===== config.mk =====
export PLATFORM = sky130hd
export DESIGN_NAME = clkgen_startup_ctrl
export DESIGN_NICKNAME = d
export VERILOG_FILES = /design/src/rtl/clkgen_pkg.sv /design/src/rtl/clkgen_regs.sv /design/src/rtl/osc_settle_timer.sv /design/src/rtl/pll_lock_timer.sv /design/src/rtl/clkgen_startup_ctrl.sv
export SDC_FILE = /design/constraint.sdc
export NUM_CORES = 1
export LEC_CHECK = 0
export ABC_AREA = 1
export BUFFER_PORTS_ARGS = -buffer_cell sky130_fd_sc_hd__buf_2
export CAP_MARGIN = 20
export CORE_MARGIN = 2
export CORE_UTILIZATION = 57
export CTS_CLUSTER_SIZE = 30
export DETAILED_ROUTE_END_ITERATION = 8
export PLACE_DENSITY_LB_ADDON = 0.3
export REMOVE_ABC_BUFFERS = 1
export SYNTH_ARGS = -nofsm -noshare
export SYNTH_HDL_FRONTEND = slang
export SYNTH_SLANG_ARGS = --single-unit

===== constraint.sdc =====
create_clock -name clk -period 3.8 [get_ports clk]
set_input_delay 0.38 -clock clk [delete_from_list [all_inputs] [get_ports clk]]
set_output_delay 0.38 -clock clk [all_outputs]
set_load 0.01 [all_outputs]

===== src/rtl/clkgen_pkg.sv =====
package clkgen_pkg;

  // mode register field positions (decoded by software, so fixed)
  localparam int OSC_ON_BIT   = 0;
  localparam int BYPASS_BIT   = 1;
  localparam int OSC_CNT_LSB  = 8;
  localparam int MUL_LSB      = 16;
  localparam int LOCK_CNT_LSB = 24;

  // status and interrupt-enable bit positions
  localparam int ST_READY_BIT = 0;
  localparam int ST_LOCK_BIT  = 1;
  localparam int NUM_FLAGS    = 2;

  typedef enum logic [1:0] {
    SEL_MODE   = 2'd0,
    SEL_STATUS = 2'd1,
    SEL_IRQEN  = 2'd2,
    SEL_SPARE  = 2'd3
  } reg_sel_e;

endpackage


===== src/rtl/clkgen_regs.sv =====
module clkgen_regs
  import clkgen_pkg::*;
#(
  parameter int DATA_W    = 32,
  parameter int ADDR_W    = 2,
  parameter int OSC_CNT_W = 8,
  parameter int MUL_W     = 6,
  parameter int LOCK_W    = 6
) (
  input  logic                 clk,
  input  logic                 rst,
  input  logic                 wr_en,
  input  logic [ADDR_W-1:0]    addr,
  input  logic [DATA_W-1:0]    wdata,
  input  logic                 osc_ready,
  input  logic                 pll_lock,
  output logic                 mode_wr,
  output logic                 mul_change,
  output logic                 wr_on,
  output logic                 wr_bypass,
  output logic [OSC_CNT_W-1:0] wr_osc_cnt,
  output logic [MUL_W-1:0]     wr_mul,
  output logic [LOCK_W-1:0]    wr_lock_cnt,
  output logic [MUL_W-1:0]     mul_q,
  output logic [NUM_FLAGS-1:0] irq_en,
  output logic                 osc_en_o,
  output logic                 ext_clk_sel_o,
  output logic                 pll_en_o,
  output logic [MUL_W:0]       pll_ratio_o,
  output logic [DATA_W-1:0]    rdata
);

  localparam logic [ADDR_W-1:0] A_MODE   = ADDR_W'(SEL_MODE);
  localparam logic [ADDR_W-1:0] A_STATUS = ADDR_W'(SEL_STATUS);
  localparam logic [ADDR_W-1:0] A_IRQEN  = ADDR_W'(SEL_IRQEN);

  logic                 on_q;
  logic                 bypass_q;
  logic [OSC_CNT_W-1:0] osc_cnt_q;
  logic [LOCK_W-1:0]    lock_cnt_q;
  logic                 ien_wr;
  logic [DATA_W-1:0]    rd_mux;

  // field extraction from the write bus
  assign mode_wr     = wr_en && (addr == A_MODE);
  assign ien_wr      = wr_en && (addr == A_IRQEN);
  assign wr_on       = wdata[OSC_ON_BIT];
  assign wr_bypass   = wdata[BYPASS_BIT];
  assign wr_osc_cnt  = wdata[OSC_CNT_LSB +: OSC_CNT_W];
  assign wr_mul      = wdata[MUL_LSB +: MUL_W];
  assign wr_lock_cnt = wdata[LOCK_CNT_LSB +: LOCK_W];
  assign mul_change  = mode_wr && (wr_mul != mul_q);

  // mode register and the outputs derived from it
  always_ff @(posedge clk) begin
    if (rst) begin
      on_q          <= 1'b0;
      bypass_q      <= 1'b0;
      osc_cnt_q     <= '0;
      mul_q         <= '0;
      lock_cnt_q    <= '0;
      osc_en_o      <= 1'b0;
      ext_clk_sel_o <= 1'b0;
      pll_en_o      <= 1'b0;
      pll_ratio_o   <= (MUL_W+1)'(1);
    end else if (mode_wr) begin
      on_q          <= wr_on;
      bypass_q      <= wr_bypass;
      osc_cnt_q     <= wr_osc_cnt;
      mul_q         <= wr_mul;
      lock_cnt_q    <= wr_lock_cnt;
      osc_en_o      <= wr_on && !wr_bypass;
      ext_clk_sel_o <= wr_bypass;
      pll_en_o      <= (wr_mul != '0);
      pll_ratio_o   <= {1'b0, wr_mul} + (MUL_W+1)'(1);
    end
  end

  // interrupt enables
  always_ff @(posedge clk) begin
    if (rst)         irq_en <= '0;
    else if (ien_wr) irq_en <= wdata[NUM_FLAGS-1:0];
  end

  // read mux
  always_comb begin
    rd_mux = '0;
    case (addr)
      A_MODE: begin
        rd_mux[OSC_ON_BIT]                  = on_q;
        rd_mux[BYPASS_BIT]                  = bypass_q;
        rd_mux[OSC_CNT_LSB +: OSC_CNT_W]    = osc_cnt_q;
        rd_mux[MUL_LSB +: MUL_W]            = mul_q;
        rd_mux[LOCK_CNT_LSB +: LOCK_W]      = lock_cnt_q;
      end
      A_STATUS: begin
        rd_mux[ST_READY_BIT] = osc_ready;
        rd_mux[ST_LOCK_BIT]  = pll_lock;
      end
      A_IRQEN: rd_mux[NUM_FLAGS-1:0] = irq_en;
      default: rd_mux = '0;
    endcase
  end

  always_ff @(posedge clk) begin
    if (rst) rdata <= '0;
    else     rdata <= rd_mux;
  end

endmodule


===== src/rtl/osc_settle_timer.sv =====
module osc_settle_timer #(
  parameter int CNT_W = 8,
  parameter int PRE_W = 3
) (
  input  logic             clk,
  input  logic             rst,
  input  logic             load,
  input  logic             load_on,
  input  logic             load_bypass,
  input  logic [CNT_W-1:0] load_cnt,
  input  logic             tick,
  output logic             ready
);

  logic [CNT_W-1:0] cnt;
  logic [PRE_W-1:0] pre;
  logic             run;

  always_ff @(posedge clk) begin
    if (rst) begin
      cnt   <= '0;
      pre   <= '0;
      run   <= 1'b0;
      ready <= 1'b0;
    end else if (load) begin
      cnt <= load_cnt;
      pre <= '0;
      if (!load_on) begin
        run   <= 1'b0;
        ready <= 1'b0;
      end else if (load_bypass) begin
        run   <= 1'b0;
        ready <= 1'b1;
      end else begin
        run   <= 1'b1;
        ready <= 1'b0;
      end
    end else if (run && tick) begin
      if (cnt == '0) begin
        run   <= 1'b0;
        ready <= 1'b1;
      end else begin
        pre <= pre + 1'b1;
        if (&pre) begin
          cnt <= cnt - 1'b1;
          if (cnt == CNT_W'(1)) begin
            run   <= 1'b0;
            ready <= 1'b1;
          end
        end
      end
    end
  end

endmodule


===== src/rtl/pll_lock_timer.sv =====
module pll_lock_timer #(
  parameter int CNT_W = 6
) (
  input  logic             clk,
  input  logic             rst,
  input  logic             restart,
  input  logic             arm,
  input  logic [CNT_W-1:0] load_cnt,
  input  logic             tick,
  output logic             locked
);

  logic [CNT_W-1:0] cnt;
  logic             run;

  always_ff @(posedge clk) begin
    if (rst) begin
      cnt    <= '0;
      run    <= 1'b0;
      locked <= 1'b0;
    end else if (restart) begin
      cnt    <= load_cnt;
      run    <= arm;
      locked <= 1'b0;
    end else if (run && tick) begin
      if (cnt <= CNT_W'(1)) begin
        run    <= 1'b0;
        locked <= 1'b1;
      end else begin
        cnt <= cnt - 1'b1;
      end
    end
  end

endmodule


===== src/rtl/clkgen_startup_ctrl.sv =====
module clkgen_startup_ctrl
  import clkgen_pkg::*;
#(
  parameter int DATA_W    = 32,
  parameter int ADDR_W    = 2,
  parameter int OSC_CNT_W = 8,
  parameter int PRE_W     = 3,
  parameter int MUL_W     = 6,
  parameter int LOCK_W    = 6
) (
  input  logic              clk,
  input  logic              rst,
  input  logic              slow_tick,
  input  logic              wr_en,
  input  logic [ADDR_W-1:0] addr,
  input  logic [DATA_W-1:0] wdata,
  output logic [DATA_W-1:0] rdata,
  output logic              osc_en_o,
  output logic              ext_clk_sel_o,
  output logic              pll_en_o,
  output logic [MUL_W:0]    pll_ratio_o,
  output logic              irq_o
);

  logic                 mode_wr;
  logic                 mul_change;
  logic                 wr_on;
  logic                 wr_bypass;
  logic [OSC_CNT_W-1:0] wr_osc_cnt;
  logic [MUL_W-1:0]     wr_mul;
  logic [LOCK_W-1:0]    wr_lock_cnt;
  logic [MUL_W-1:0]     mul_q;
  logic [NUM_FLAGS-1:0] irq_en;
  logic                 osc_ready;
  logic                 pll_lock;
  logic [NUM_FLAGS-1:0] flags;

  clkgen_regs #(
    .DATA_W(DATA_W), .ADDR_W(ADDR_W), .OSC_CNT_W(OSC_CNT_W),
    .MUL_W(MUL_W), .LOCK_W(LOCK_W)
  ) u_regs (
    .clk(clk), .rst(rst), .wr_en(wr_en), .addr(addr), .wdata(wdata),
    .osc_ready(osc_ready), .pll_lock(pll_lock),
    .mode_wr(mode_wr), .mul_change(mul_change),
    .wr_on(wr_on), .wr_bypass(wr_bypass), .wr_osc_cnt(wr_osc_cnt),
    .wr_mul(wr_mul), .wr_lock_cnt(wr_lock_cnt), .mul_q(mul_q),
    .irq_en(irq_en), .osc_en_o(osc_en_o), .ext_clk_sel_o(ext_clk_sel_o),
    .pll_en_o(pll_en_o), .pll_ratio_o(pll_ratio_o), .rdata(rdata)
  );

  osc_settle_timer #(.CNT_W(OSC_CNT_W), .PRE_W(PRE_W)) u_osc (
    .clk(clk), .rst(rst), .load(mode_wr), .load_on(wr_on),
    .load_bypass(wr_bypass), .load_cnt(wr_osc_cnt), .tick(slow_tick),
    .ready(osc_ready)
  );

  pll_lock_timer #(.CNT_W(LOCK_W)) u_lock (
    .clk(clk), .rst(rst), .restart(mul_change), .arm(wr_mul != '0),
    .load_cnt(wr_lock_cnt), .tick(slow_tick), .locked(pll_lock)
  );

  assign flags[ST_READY_BIT] = osc_ready;
  assign flags[ST_LOCK_BIT]  = pll_lock;

  always_ff @(posedge clk) begin
    if (rst) irq_o <= 1'b0;
    else     irq_o <= |(flags & irq_en);
  end

endmodule


### After elaboration in Yosys (flattened, before gate mapping)

Cells that the tools add are included.

| storage, ports and cells | value |
|---|---|
| register bits after elaboration | 87 |
| bits in latches | 0 |
| memory bits (writable) | 0 |
| memory bits (read-only) | 0 |
| input bits | 38 |
| output and inout bits | 43 |
| word-level logic and storage cells | 86 |
| memories kept | 0 |

| cells by class | value |
|---|---|
| $add $sub $neg | 4 |
| multipliers | 0 |
| div/mod/pow operators | 0 |
| $lt $le $gt $ge | 1 |
| equality and inequality tests | 6 |
| shift operators | 0 |
| mux-type cells | 25 |
| bitwise logic cells | 3 |
| reduce and logical (&&, ||, !) cells | 27 |

Operators by type and width:

| operator | count |
|---|---|
| $mux W8 | 4 |
| $mux W6 | 3 |
| $mux W1 | 17 |
| $reduce_and A3 Y1 | 3 |
| $eq A8 B1 Y1 const B | 1 |
| $logic_not A8 Y1 | 1 |
| $reduce_and A2 Y1 | 4 |
| $reduce_bool A2 Y1 | 4 |
| $reduce_or A2 Y1 | 4 |
| $sub A8 B1 Y8 const B | 1 |
| $add A6 B1 Y7 const B | 1 |
| $le A6 B1 Y1 const B | 1 |
| $logic_and A1 B1 Y1 | 6 |
| $ne A6 B6 Y1 | 1 |
| $pmux W2 S3 | 1 |
| $reduce_bool A3 Y1 | 2 |
| $reduce_bool A6 Y1 | 1 |
| $sub A6 B1 Y6 const B | 1 |
| $ne A2 B2 Y1 const B | 2 |
| $add A3 B1 Y3 const B | 1 |
| $and A2 B2 Y2 | 1 |
| $eq A2 B1 Y1 const B | 1 |
| $eq A2 B2 Y1 const B | 1 |
| $logic_not A2 Y1 | 1 |
| 2 further kinds | 3 |

### Longest topological paths before layout

Gate-level depths: netlist (run 1).

| depth | value |
|---|---|
| depth after elaboration | 6 |
| mapped depth | 11 |
| depth with buffers taken out | 11 |

### Cells and area by module

A second synthesis (run 1) with hierarchy kept.

| unflattened totals | value |
|---|---|
| cells, all modules | 489 |
| area, all modules | 3692.3 um2 |

Modules (own cells, without submodules):

| module | instances | cells an instance | area an instance (um2) | seq. area each (um2) |
|---|---|---|---|---|
| clkgen_regs | 1 | 269 | 2282.2 | 1101.1 |
| osc_settle_timer | 1 | 135 | 852.1 | 260.2 |
| pll_lock_timer | 1 | 77 | 505.5 | 160.2 |
| clkgen_startup_ctrl | 1 | 8 | 52.6 | 20.0 |

### Least setup slack after synthesis (run 1)

OpenSTA, ideal clock, no wires.

| timing path | value |
|---|---|
| kind | register to register |
| start | reg u_lock.cnt[0] |
| end | reg u_lock.cnt[1] |
| setup time | 71 ps |
| data arrival time | 1467 ps |
| setup slack | 2262 ps |
| cell stages (with the launch flop) | 10 |
| cells stage by stage | dfxtp_1 -> inv_1 -> ha_1 -> or2_0 -> nand3_1 -> nand2_4 -> or2_0 -> nand2_1 -> nand2_1 -> a21oi_1 |

| between the ends | value |
|---|---|
| cells in the longest elaborated chain, start to end | 4 |
| elaborated cells on any way between the ends | 7 |
| classes of those cells | add/sub: 1; order compare: 1; eq/ne: 1; mux: 3; reduce/logical: 1 |

Ends and longest elaborated chain:

| item | RTL line | text |
|---|---|---|
| start: declaration | pll_lock_timer.sv:13 | `logic [CNT_W-1:0] cnt;` |
| start signal: assignment | pll_lock_timer.sv:22 | `cnt <= load_cnt;` |
| start signal: assignment | pll_lock_timer.sv:30 | `cnt <= cnt - 1'b1;` |
| $sub A6 B1 Y6 | pll_lock_timer.sv:30 |  |
| $mux W6 | pll_lock_timer.sv:26 | `if (cnt <= CNT_W'(1)) begin` |
| $mux W6 | pll_lock_timer.sv:25 | `end else if (run && tick) begin` |
| $mux W6 | pll_lock_timer.sv:21 | `end else if (restart) begin` |

Parallel ways exist; a longest one is shown, timed or not. The select of a mux whose other input is x is not followed.
A chain may end at the register's enable or synchronous reset.

### Worst setup path after layout (run 1)

| timing path | value |
|---|---|
| start | in addr[1] |
| end | reg u_regs.lock_cnt_q[2] |

| between the ends | value |
|---|---|
| cells in the longest elaborated chain, start to end | 2 |

Ends and longest elaborated chain:

| item | RTL line | text |
|---|---|---|
| start: declaration | clkgen_startup_ctrl.sv:15 | `input logic [ADDR_W-1:0] addr,` |
| $logic_not A2 Y1 | clkgen_regs.sv:45 | `assign mode_wr = wr_en && (addr == A_MODE);` |
| $logic_and A1 B1 Y1 | clkgen_regs.sv:45 |  |
| end signal: assignment | clkgen_regs.sv:71 | `lock_cnt_q <= wr_lock_cnt;` |
| end: declaration | clkgen_regs.sv:40 | `logic [LOCK_W-1:0] lock_cnt_q;` |

Every way passes these cells.

==> impl_metrics.env, run 1 <==
export IMPL_tritoncts="built"
export IMPL_viasPerCell=5.023
export IMPL_finalSetupViolCount=0
export IMPL_worstPathArrival_ps=2430
export IMPL_finalNonFillerCells=573
export IMPL_p_per_area_nw_per_um2=410.9
export IMPL_area_growth_pct=13.49
export IMPL_cts_sinks=77
export IMPL_finalCritPeriodShare=0.5705
export IMPL_grt_max_degree=23
export IMPL_rr_endpoint="u_lock.cnt[1]$_SDFFE_PP0P_"
export IMPL_path_max_fanout=22
export IMPL_gp_congestion=0.8369
export IMPL_cts_max_level=3
export IMPL_fmax_mhz=461.3
export IMPL_hp_start="wdata[27]"
export IMPL_finClkSkew_ps=4.189
export IMPL_worst_pin_slew_ps=799.5
export IMPL_yosysTopAreaCellShare=0.4693
export IMPL_row_count=27
export IMPL_hold_viol_final=0
export IMPL_power_switching_uw=405.8
export IMPL_core_area_sq_um=5540
export IMPL_die_x_um=79.91
export IMPL_layout_drive_gt1_share=0.1756
export IMPL_yosys_warnings=0
export IMPL_syn_area_sq_um=3284
export IMPL_final_cell_mix="nand2_1 (88), dfxtp_1 (77), nor2_1 (68)"
export IMPL_cts_buffers=9
export IMPL_maxCapViolCount=0
export IMPL_drt_initial_drc_count=109
export IMPL_grt_pass1_vias=2621
export IMPL_grt_antenna_before_repair=0
export IMPL_grt_setup_unrepaired="no"
export IMPL_synth_cell_types=31
export IMPL_place_area_sq_um=3568
export IMPL_floorplan_initialDensity=0.5928
export IMPL_synth_area_per_cell_sq_um=7.482
export IMPL_cp_start_kind="input port"
export IMPL_worstPathRequired_ps=4060
export IMPL_r2r_setup_slack_ps=2100
export IMPL_drt_first_pass_iters=5
export IMPL_pwr_share_seq=0.552
export IMPL_layout_nets=543
export IMPL_path_class="in2reg"
export IMPL_antenna_left=0
export IMPL_cts_resized=0
export IMPL_drt_total_wl_mm=6.908
export IMPL_track_usage=0.2240
export IMPL_design_area_sq_um=3727
export IMPL_cts_hold_buffers=0
export IMPL_whs_path_depth=3
export IMPL_path_clk_slew_ps=80
export IMPL_timing_slew_headroom=0.4657
export IMPL_synth_area_top_cells="dfxtp_1 (47%), nand2_1 (10%), nor2_1 (7.8%)"
export IMPL_vias=2878
export IMPL_hpwl_mm=4.992
export IMPL_grt_pass1_wl_mm=11.18
export IMPL_fin_total_pwr_uw=1532
export IMPL_multi_input_area_sq_um=1393
export IMPL_pwr_share_comb=0.115
export IMPL_clk_latency_ps=340
export IMPL_dp_cells=557
export IMPL_post_cts_repair_setup_buffers=0
export IMPL_pin_count=81
export IMPL_drc=0
export IMPL_die_area_sq_um=6386
export IMPL_clk_path_buf_depth=2
export IMPL_ys_ff_latch=77
export IMPL_chipHeight_um=79.91
export IMPL_syn_inst=439
export IMPL_setup_tns_ps=0
export IMPL_port_buffers=60
export IMPL_switching_share=0.2649
export IMPL_clock_root_buffer="clkbuf_8"
export IMPL_drv_slew=0
export IMPL_p_leak_uw=0.001839
export IMPL_hold_path_end="u_regs.lock_cnt_q[3]$_SDFFE_PP0P_"
export IMPL_seq_area_frac_synth=0.4693
export IMPL_grt_overflow=0
export IMPL_layout_commonest_cell="nand2_1"
export IMPL_hold_slack_ps=261.5
export IMPL_fin_crit_ps=2168
export IMPL_yosysTopAreaCell="dfxtp_1"
export IMPL_status="completed"
export IMPL_wl_per_cell_um=12.06
export IMPL_hold_path_class="in2reg"
export IMPL_worst_r2r_path_depth=9
export IMPL_pwr_share_clk=0.334
export IMPL_n_antenna_cell=0
export IMPL_final_seq_area_sq_um=1541
export IMPL_fillCellCount=488
export IMPL_r2r_start="u_lock.cnt[0]$_SDFFE_PP0P_"
export IMPL_critPathCaptureType="register"
export IMPL_irDropWorstVdd_v=0.0002910
export IMPL_p_int_uw=1126
-- layout make-up --
class / instances / share of cell area
clock inverters: 5 / 0.007385
repair buffers: 60 / 0.08056
inverters: 65 / 0.06546
flip-flops and latches: 77 / 0.4136
clock buffers: 11 / 0.03525
multi-input cells: 283 / 0.3736
well taps: 72 / 0.02417
-- worst max-delay path by stage --
| stage | startpoint | to | slack, ps | depth (start not counted) |
|---|---|---|---|---|
| 2_1_floorplan | addr[0] | u_regs.pll_ratio_o[0]$_SDFFE_PP1P_ | 2070 | 7 |
| 3_3_place_gp | addr[1] | u_regs.pll_ratio_o[0]$_SDFFE_PP1P_ | 1330 | 8 |
| 3_5_place_dp | addr[1] | u_regs.lock_cnt_q[2]$_SDFFE_PP0P_ | 1310 | 7 |
| 4_1_cts | addr[1] | u_regs.lock_cnt_q[2]$_SDFFE_PP0P_ | 1670 | 7 |
| 5_1_grt | addr[1] | u_regs.lock_cnt_q[4]$_SDFFE_PP0P_ | 1380 | 7 |
| 6_report | addr[1] | u_regs.lock_cnt_q[2]$_SDFFE_PP0P_ | 1630 | 7 |
-- kinds of logic after synthesis --
kind of cell,Yosys count,share of synthesized area
DFF,77,0.4693
other,1,0.001142
buffers and inverters,88,0.1169
and+or+nand+nor,189,0.2385
AOI/OAI and AO/OA,69,0.1238
adders and majority gates,9,0.03429
xor gates and xnor gates,6,0.01600
-- flip-flops by register name (all words and copies together) (netlist names), 2 cells and up --
name	count
u_regs.rdata	22
u_osc.cnt	8
u_regs.osc_cnt_q	8
u_regs.pll_ratio_o	7
u_lock.cnt	6
u_regs.lock_cnt_q	6
u_regs.mul_q	6
u_osc.pre	3
u_regs.irq_en	2
-- stage by stage --
step | util | setup slack (ps)
2_1_floorplan | - | 2073
3_3_place_gp | 0.6441 | 1335
3_5_place_dp | 0.6441 | 1306
4_1_cts | 0.6728 | 1668
5_1_grt | 0.6728 | 1383
6_report | 0.6728 | 1632
-- critical path, stage by stage --
cell and delay, ps:
buf_2 130, nor2_2 60, nand2_1 340, inv_2 240
nor2_2 480, inv_1 500, o21ai_0 290
-- power by group through the flow --
| stage | Clock (uW) | Sequential (uW) | Combinational [uW] |
|---|---|---|---|
| floorplan | 0 | 863 | 117 |
| global placement | 0 | 863 | 169 |
| detailed placement | 0 | 863 | 174 |
| CTS | 524 | 845 | 175 |
| global route | 562 | 848 | 200 |
| finish | 511 | 845 | 176 |
-- metal layers --
layer	global-route usage	up-vias	wire [um]
li1	-	1474	-
met1	0.2817	1305	3141
met2	0.3700	89	3217
met3	0.04412	10	446
met4	0.1000	0	102
met5	0	-	0
-- synthesized netlist by cell type --
library cell  count
nand2_1          88
dfxtp_1          77
nor2_1           68
inv_1            62
o21ai_0          26
nand3_1          18
o22ai_1          16
a21oi_1          15
buf_4            10
ha_1              9
buf_2             7
xor2_1            6
clkbuf_1          5
a22o_1            3
inv_2             3
nand4_1           3
nor2_2            3
a32o_1            2
nand2_2           2
nand2_4           2
o311ai_0          2
or2_0             2
or2_2             2
a21boi_0          1
a311oi_1          1
buf_6             1
conb_1            1
nand3_2           1
o21ai_1           1
o21ai_2           1
o31ai_1           1
Power figures use the tool's default switching activity.
==> run 2: changes to the inputs <==
CORE_UTILIZATION = 48   (was 57)
clock period = 1.9 ns   (was 3.8 ns; I/O delays follow)
==> impl_metrics.env, run 2 (synthesized netlist as in run 1, its figures left out) <==
export IMPL_area_growth_pct=17.22
export IMPL_post_cts_repair_setup_buffers=0
export IMPL_top_register="u_regs.rdata"
export IMPL_drt_total_wl_mm=7.005
export IMPL_cp_start_kind="register"
export IMPL_p_per_area_nw_per_um2=847.3
export IMPL_path_max_fanout=8
export IMPL_worstPathArrival_ps=1990
export IMPL_tritoncts="built"
export IMPL_wl_per_cell_um=11.87
export IMPL_antenna_left=0
export IMPL_drt_initial_drc_count=102
export IMPL_worst_r2r_path_depth=9
export IMPL_track_usage=0.1995
export IMPL_status="completed"
export IMPL_fin_ws_ps=193.0
export IMPL_hold_path_end="u_regs.lock_cnt_q[0]$_SDFFE_PP0P_"
export IMPL_drc=0
export IMPL_viasPerCell=4.814
export IMPL_finalSetupViolCount=0
export IMPL_path_class="reg2reg"
export IMPL_place_area_sq_um=3659
export IMPL_clk_path_buf_depth=2
export IMPL_grt_antenna_before_repair=0
export IMPL_die_x_um=86.72
export IMPL_final_cell_mix="nand2_1 (88), dfxtp_1 (77), nor2_1 (68)"
export IMPL_max_stage_delay_ps=380
export IMPL_chipHeight_um=86.72
export IMPL_drt_first_pass_iters=4
export IMPL_grt_max_degree=18
export IMPL_top_regs="u_regs.rdata x22, u_osc.cnt x8, u_regs.osc_cnt_q x8"
export IMPL_r2r_start="u_lock.cnt[0]$_SDFFE_PP0P_"
export IMPL_grt_pass1_vias=2664
export IMPL_hp_start="wdata[24]"
export IMPL_grt_setup_unrepaired="no"
export IMPL_vias=2840
export IMPL_slowest_stage="dfxtp_1"
export IMPL_finClkSkew_ps=11.49
export IMPL_hold_path_class="in2reg"
export IMPL_wl_met3_um=429
export IMPL_largest_reg_flops=22
export IMPL_crit_chain="inv_1, ha_1, or2_0, nand3_1, nand2_4, or2_0, nand2_1, nand2_1, a21oi_1"
export IMPL_grt_overflow=0
export IMPL_layout_commonest_cell="nand2_1"
export IMPL_fin_crit_ps=1707
export IMPL_cts_resized=0
export IMPL_row_count=30
export IMPL_whs_path_depth=3
export IMPL_rr_endpoint="u_lock.cnt[1]$_SDFFE_PP0P_"
export IMPL_irDropWorstVdd_v=0.0005234
export IMPL_worst_pin_slew_ps=550.9
export IMPL_n_antenna_cell=0
export IMPL_core_area_sq_um=6719
export IMPL_maxCapViolCount=0
export IMPL_clk_latency_ps=350
export IMPL_cts_buffers=9
export IMPL_cts_sinks=77
export IMPL_critPathCaptureType="register"
export IMPL_drv_slew=0
export IMPL_hold_viol_final=0
export IMPL_gp_congestion=0.8579
export IMPL_finalCritPeriodShare=0.8984
export IMPL_pin_count=81
export IMPL_fmax_mhz=585.8
export IMPL_wl_met1_mm=3.325
export IMPL_post_place_ws_ps=192.3
export IMPL_highest_layer="met4"
export IMPL_r2r_setup_slack_ps=190
export IMPL_design_area_sq_um=3850
export IMPL_layout_drive_gt1_share=0.1922
export IMPL_hpwl_mm=5.164
export IMPL_cts_max_level=3
export IMPL_port_buffers=60
export IMPL_p_leak_uw=0.001895
export IMPL_met2_length_mm=3.175
export IMPL_grt_pass1_wl_mm=11.72
export IMPL_setup_tns_ps=0
export IMPL_floorplan_initialDensity=0.4888
export IMPL_path_clk_slew_ps=80
export IMPL_worstPathRequired_ps=2180
export IMPL_cts_hold_buffers=0
export IMPL_timing_slew_headroom=0.6324
export IMPL_die_area_sq_um=7520
export IMPL_layout_nets=552
export IMPL_clock_root_buffer="clkbuf_8"
-- run 2: cell type report --
type	count	area, sq um
Sequential cell	77	1541
Tap cell	80	100.1
Fill cell	671	2869
Multi-Input combinational cell	283	1393
Clock inverter	6	63.81
Inverter	65	244.0
Clock buffer	10	127.6
Timing Repair Buffer	69	380.4
-- run 2: critical path: cells and delay by family (launching register included) --
family,cells,cell delay (ps)
buffers and inverters,1,100
adders and majority gates,1,240
AOI/OAI and AO/OA,1,100
and+or+nand+nor,6,810
DFF,1,380
-- run 2: worst max path at each step --
stage                                           from                                 end  slack, ps  cells past startpoint
after floorplan           u_lock.cnt[0]$_SDFFE_PP0P_          u_lock.cnt[1]$_SDFFE_PP0P_        360                      9
after global routing      u_lock.cnt[0]$_SDFFE_PP0P_          u_lock.cnt[1]$_SDFFE_PP0P_         60                      9
after global placement                       addr[1]  u_regs.pll_ratio_o[0]$_SDFFE_PP1P_        240                      9
final                     u_lock.cnt[0]$_SDFFE_PP0P_          u_lock.cnt[1]$_SDFFE_PP0P_        190                      9
after CTS                 u_lock.cnt[0]$_SDFFE_PP0P_          u_lock.cnt[1]$_SDFFE_PP0P_        190                      9
after detailed placement                     addr[1]  u_regs.pll_ratio_o[0]$_SDFFE_PP1P_        190                      9
-- run 2: routing by layer --
layer,GRT usage,vias up
met1,0.2548,1266
li1,-,1494
met5,0,-
met3,0.05524,6
met2,0.3147,74
met4,0.08949,0
-- run 2: where the power goes --
group / switching (uW) / total [uW] / internal (uW)
Sequential: 28.2 / 1690 / 1660
Clock: 601 / 1210 / 604
Combinational: 229 / 367 / 137
-- run 2: stage by stage --
step                      total power [uW]  cells  hold slack, ps  utilization
after global placement                2082    574           411.1       0.5445
after CTS                             3291    590           46.18       0.5730
after floorplan                       1961    425           259.1            -
after global routing                  3435    590           55.44       0.5730
after detailed placement              2094    574           419.0       0.5445
final                                 3262    590           62.17       0.5730
==> run 3: changes to the inputs <==
CORE_UTILIZATION = 49   (was 48)
SKIP_LAST_GASP = 1   (was default)
SYNTH_HIERARCHICAL = 1   (was default)
==> impl_metrics.env, run 3 <==
export IMPL_antenna_left=0
export IMPL_switching_share=0.2533
export IMPL_drt_total_wl_mm=7.644
export IMPL_top_usage_layer="met2"
export IMPL_layout_commonest_cell="nand2_1"
export IMPL_grt_pass1_wl_mm=13.12
export IMPL_drv_slew=0
export IMPL_r2r_setup_slack_ps=270
export IMPL_top_regs="u_regs/rdata x22, u_osc/cnt x8, u_regs/osc_cnt_q x8"
export IMPL_largest_reg_flops=22
export IMPL_path_max_fanout=10
export IMPL_use_met1=0.2418
export IMPL_drc=0
export IMPL_r2r_start="u_regs/mul_q[5]$_SDFFE_PP0P_"
export IMPL_worst_r2r_path_depth=13
export IMPL_yosysTopAreaCell="dfxtp_1"
export IMPL_seq_area_frac_synth=0.4175
export IMPL_port_buffers=60
export IMPL_clk_path_buf_depth=2
export IMPL_status="completed"
export IMPL_cts_max_level=3
export IMPL_path_class="reg2reg"
export IMPL_floorplan_initialDensity=0.5063
export IMPL_finalSetupViolCount=0
export IMPL_ys_ff_latch=77
export IMPL_hold_slack_ps=139.5
export IMPL_cp_start_kind="register"
export IMPL_cts_resized=0
export IMPL_grt_antenna_before_repair=0
export IMPL_setup_tns_ps=0
export IMPL_area_growth_pct=11.05
export IMPL_track_usage=0.1964
export IMPL_wl_per_cell_um=12.06
export IMPL_top_register="u_regs/rdata"
export IMPL_grt_pass1_vias=2925
export IMPL_fin_crit_ps=1626
export IMPL_synth_edf_count=0
export IMPL_cts_sinks=77
export IMPL_final_seq_area_sq_um=1541
export IMPL_fillCellCount=728
export IMPL_p_leak_uw=0.001947
export IMPL_die_x_um=90.81
export IMPL_maxCapViolCount=0
export IMPL_timing_slew_headroom=0.6645
export IMPL_finalCritPeriodShare=0.8557
export IMPL_yosysTopAreaCellShare=0.4175
export IMPL_synth_ff_type="dfxtp_1"
export IMPL_slowest_stage="dfxtp_1"
export IMPL_hold_path_class="in2reg"
export IMPL_layout_nets=577
export IMPL_grt_setup_unrepaired="no"
export IMPL_worstPathArrival_ps=1870
export IMPL_drt_initial_drc_count=166
export IMPL_rr_endpoint="u_lock/cnt[4]$_SDFFE_PP0P_"
export IMPL_yosys_warnings=6
export IMPL_pwr_share_seq=0.465
export IMPL_max_stage_delay_ps=330
export IMPL_clk_latency_ps=350
export IMPL_grt_max_degree=47
export IMPL_hold_path_end="u_regs/osc_cnt_q[2]$_SDFFE_PP0P_"
export IMPL_worst_pin_slew_ps=502.7
export IMPL_layout_drive_gt1_share=0.1981
export IMPL_syn_inst=489
export IMPL_whs_path_depth=3
export IMPL_synth_area_per_cell_sq_um=7.551
export IMPL_pwr_share_clk=0.404
export IMPL_p_per_area_nw_per_um2=901.7
export IMPL_yosysMostFrequentCell="nand2_1"
export IMPL_hp_start="wdata[10]"
export IMPL_post_cts_repair_setup_buffers=0
export IMPL_grt_overflow=0
export IMPL_hpwl_mm=5.380
export IMPL_cts_hold_buffers=0
export IMPL_viasPerCell=4.817
export IMPL_pwr_share_comb=0.131
export IMPL_grtUsageMet2=0.3284
export IMPL_final_cell_mix="nand2_1 (82), dfxtp_1 (77), nor2_1 (64)"
export IMPL_synth_area_top_cells="dfxtp_1 (42%), nand2_1 (8.3%), buf_4 (6.7%)"
export IMPL_pin_count=81
export IMPL_crit_chain="inv_1, nand2_1, nand2_1, nor2_1, nand3_1, nand2_1, inv_1, inv_4, nand4_2, nand2_4, inv_2, o21ai_1, nor2_1"
export IMPL_crit_top_cell="nand2_1"
export IMPL_chipHeight_um=90.81
export IMPL_die_area_sq_um=8246
export IMPL_grt_met3_usage=0.05676
export IMPL_row_count=31
export IMPL_tritoncts="built"
export IMPL_clock_root_buffer="clkbuf_8"
export IMPL_syn_area_sq_um=3692
export IMPL_ys_async_sr_fraction=0
export IMPL_p_int_uw=2761
export IMPL_finClkSkew_ps=4.644
export IMPL_drt_first_pass_iters=4
export IMPL_irDropWorstVdd_v=0.0004706
export IMPL_gp_congestion=0.8401
export IMPL_fmax_mhz=615.0
export IMPL_cts_buffers=9
export IMPL_synth_cell_types=38
export IMPL_hold_viol_final=0
export IMPL_critPathCaptureType="register"
export IMPL_power_switching_uw=936.4
export IMPL_core_area_sq_um=7292
export IMPL_vias=3054
export IMPL_worstPathRequired_ps=2150
export IMPL_multi_input_area_sq_um=1583
export IMPL_path_clk_slew_ps=80
export IMPL_synth_commonest_cells="nand2_1 (82), dfxtp_1 (77), nor2_1 (64)"
export IMPL_n_antenna_cell=0
[run 3: changes by cell type after synthesis, moves of 3 or more]
| cell | before | now |
|---|---|---|
| a21oi_1 | 15 | 41 |
| a22o_1 | 3 | 0 |
| buf_4 | 10 | 33 |
| inv_1 | 62 | 57 |
| nand2_1 | 88 | 82 |
| nand3_1 | 18 | 31 |
| nor2_1 | 68 | 64 |
| o21ai_0 | 26 | 35 |
| o21ai_1 | 1 | 5 |
| o22ai_1 | 16 | 0 |
[run 3: worst max-delay path: cells and delay by family, from the launching register on]
| kind | cells | cell delay (ps) |
|---|---|---|
| AO/OA/AOI/OAI | 1 | 110 |
| buffers and inverters | 4 | 330 |
| AND/OR/NAND/NOR | 8 | 740 |
| flip-flops | 1 | 330 |
[run 3: layout make-up]
type	count	share of cell area
clock inverters	6	0.02685
flip-flops and latches	77	0.3760
multi-input cells	312	0.3860
well taps	99	0.03021
inverters	63	0.06134
clock buffers	10	0.03357
repair buffers	67	0.08605
[run 3: power groups by stage]
stage / sequential, uW / combinational, uW / clock, uW
3_3_place_gp: 1750 / 463 / 0
3_5_place_dp: 1760 / 477 / 0
4_1_cts: 1720 / 484 / 1540
6_report: 1720 / 484 / 1490
5_1_grt: 1730 / 557 / 1610
2_1_floorplan: 1750 / 323 / 0
[run 3: worst max path at each step]
stage                                  from                         end  slack (ps)  depth (start not counted)
4_1_cts        u_regs/mul_q[5]$_SDFFE_PP0P_  u_lock/cnt[4]$_SDFFE_PP0P_         270                         13
3_5_place_dp                      wdata[17]  u_lock/cnt[4]$_SDFFE_PP0P_         270                         14
2_1_floorplan                       addr[0]  u_lock/cnt[5]$_SDFFE_PP0P_         350                         11
3_3_place_gp                      wdata[21]  u_lock/cnt[3]$_SDFFE_PP0P_         330                         14
5_1_grt        u_regs/mul_q[5]$_SDFFE_PP0P_  u_lock/cnt[4]$_SDFFE_PP0P_         110                         13
6_report       u_regs/mul_q[5]$_SDFFE_PP0P_  u_lock/cnt[4]$_SDFFE_PP0P_         270                         13
[run 3: cells by family after synthesis]
logic type / count (synthesis) / share of synthesized area
compound gates: 89 / 0.1288
xor+xnor: 9 / 0.02135
fa+ha+maj: 9 / 0.03050
buf+inv: 109 / 0.1630
flops: 77 / 0.4175
mux: 1 / 0.002711
other cells: 1 / 0.001016
simple gates: 194 / 0.2352
[run 3: layer usage]
layer	wire length, um	vias up
met3	387	8
met1	3465	1379
li1	-	1587
met2	3687	80
met4	103	0
met5	0	-
[run 3: through the flow]
step | total power (uW) | cells | setup WS (ps) | area (sq um) | utilization
final | 3697 | 634 | 274.1 | 4100 | 0.5623
after global routing | 3889 | 634 | 111.6 | 4100 | 0.5623
after CTS | 3743 | 634 | 266.5 | 4100 | 0.5623
after detailed placement | 2232 | 618 | 269.5 | 3852 | 0.5283
after global placement | 2216 | 618 | 330.9 | 3852 | 0.5283
after floorplan | 2077 | 452 | 352.2 | 3376 | -
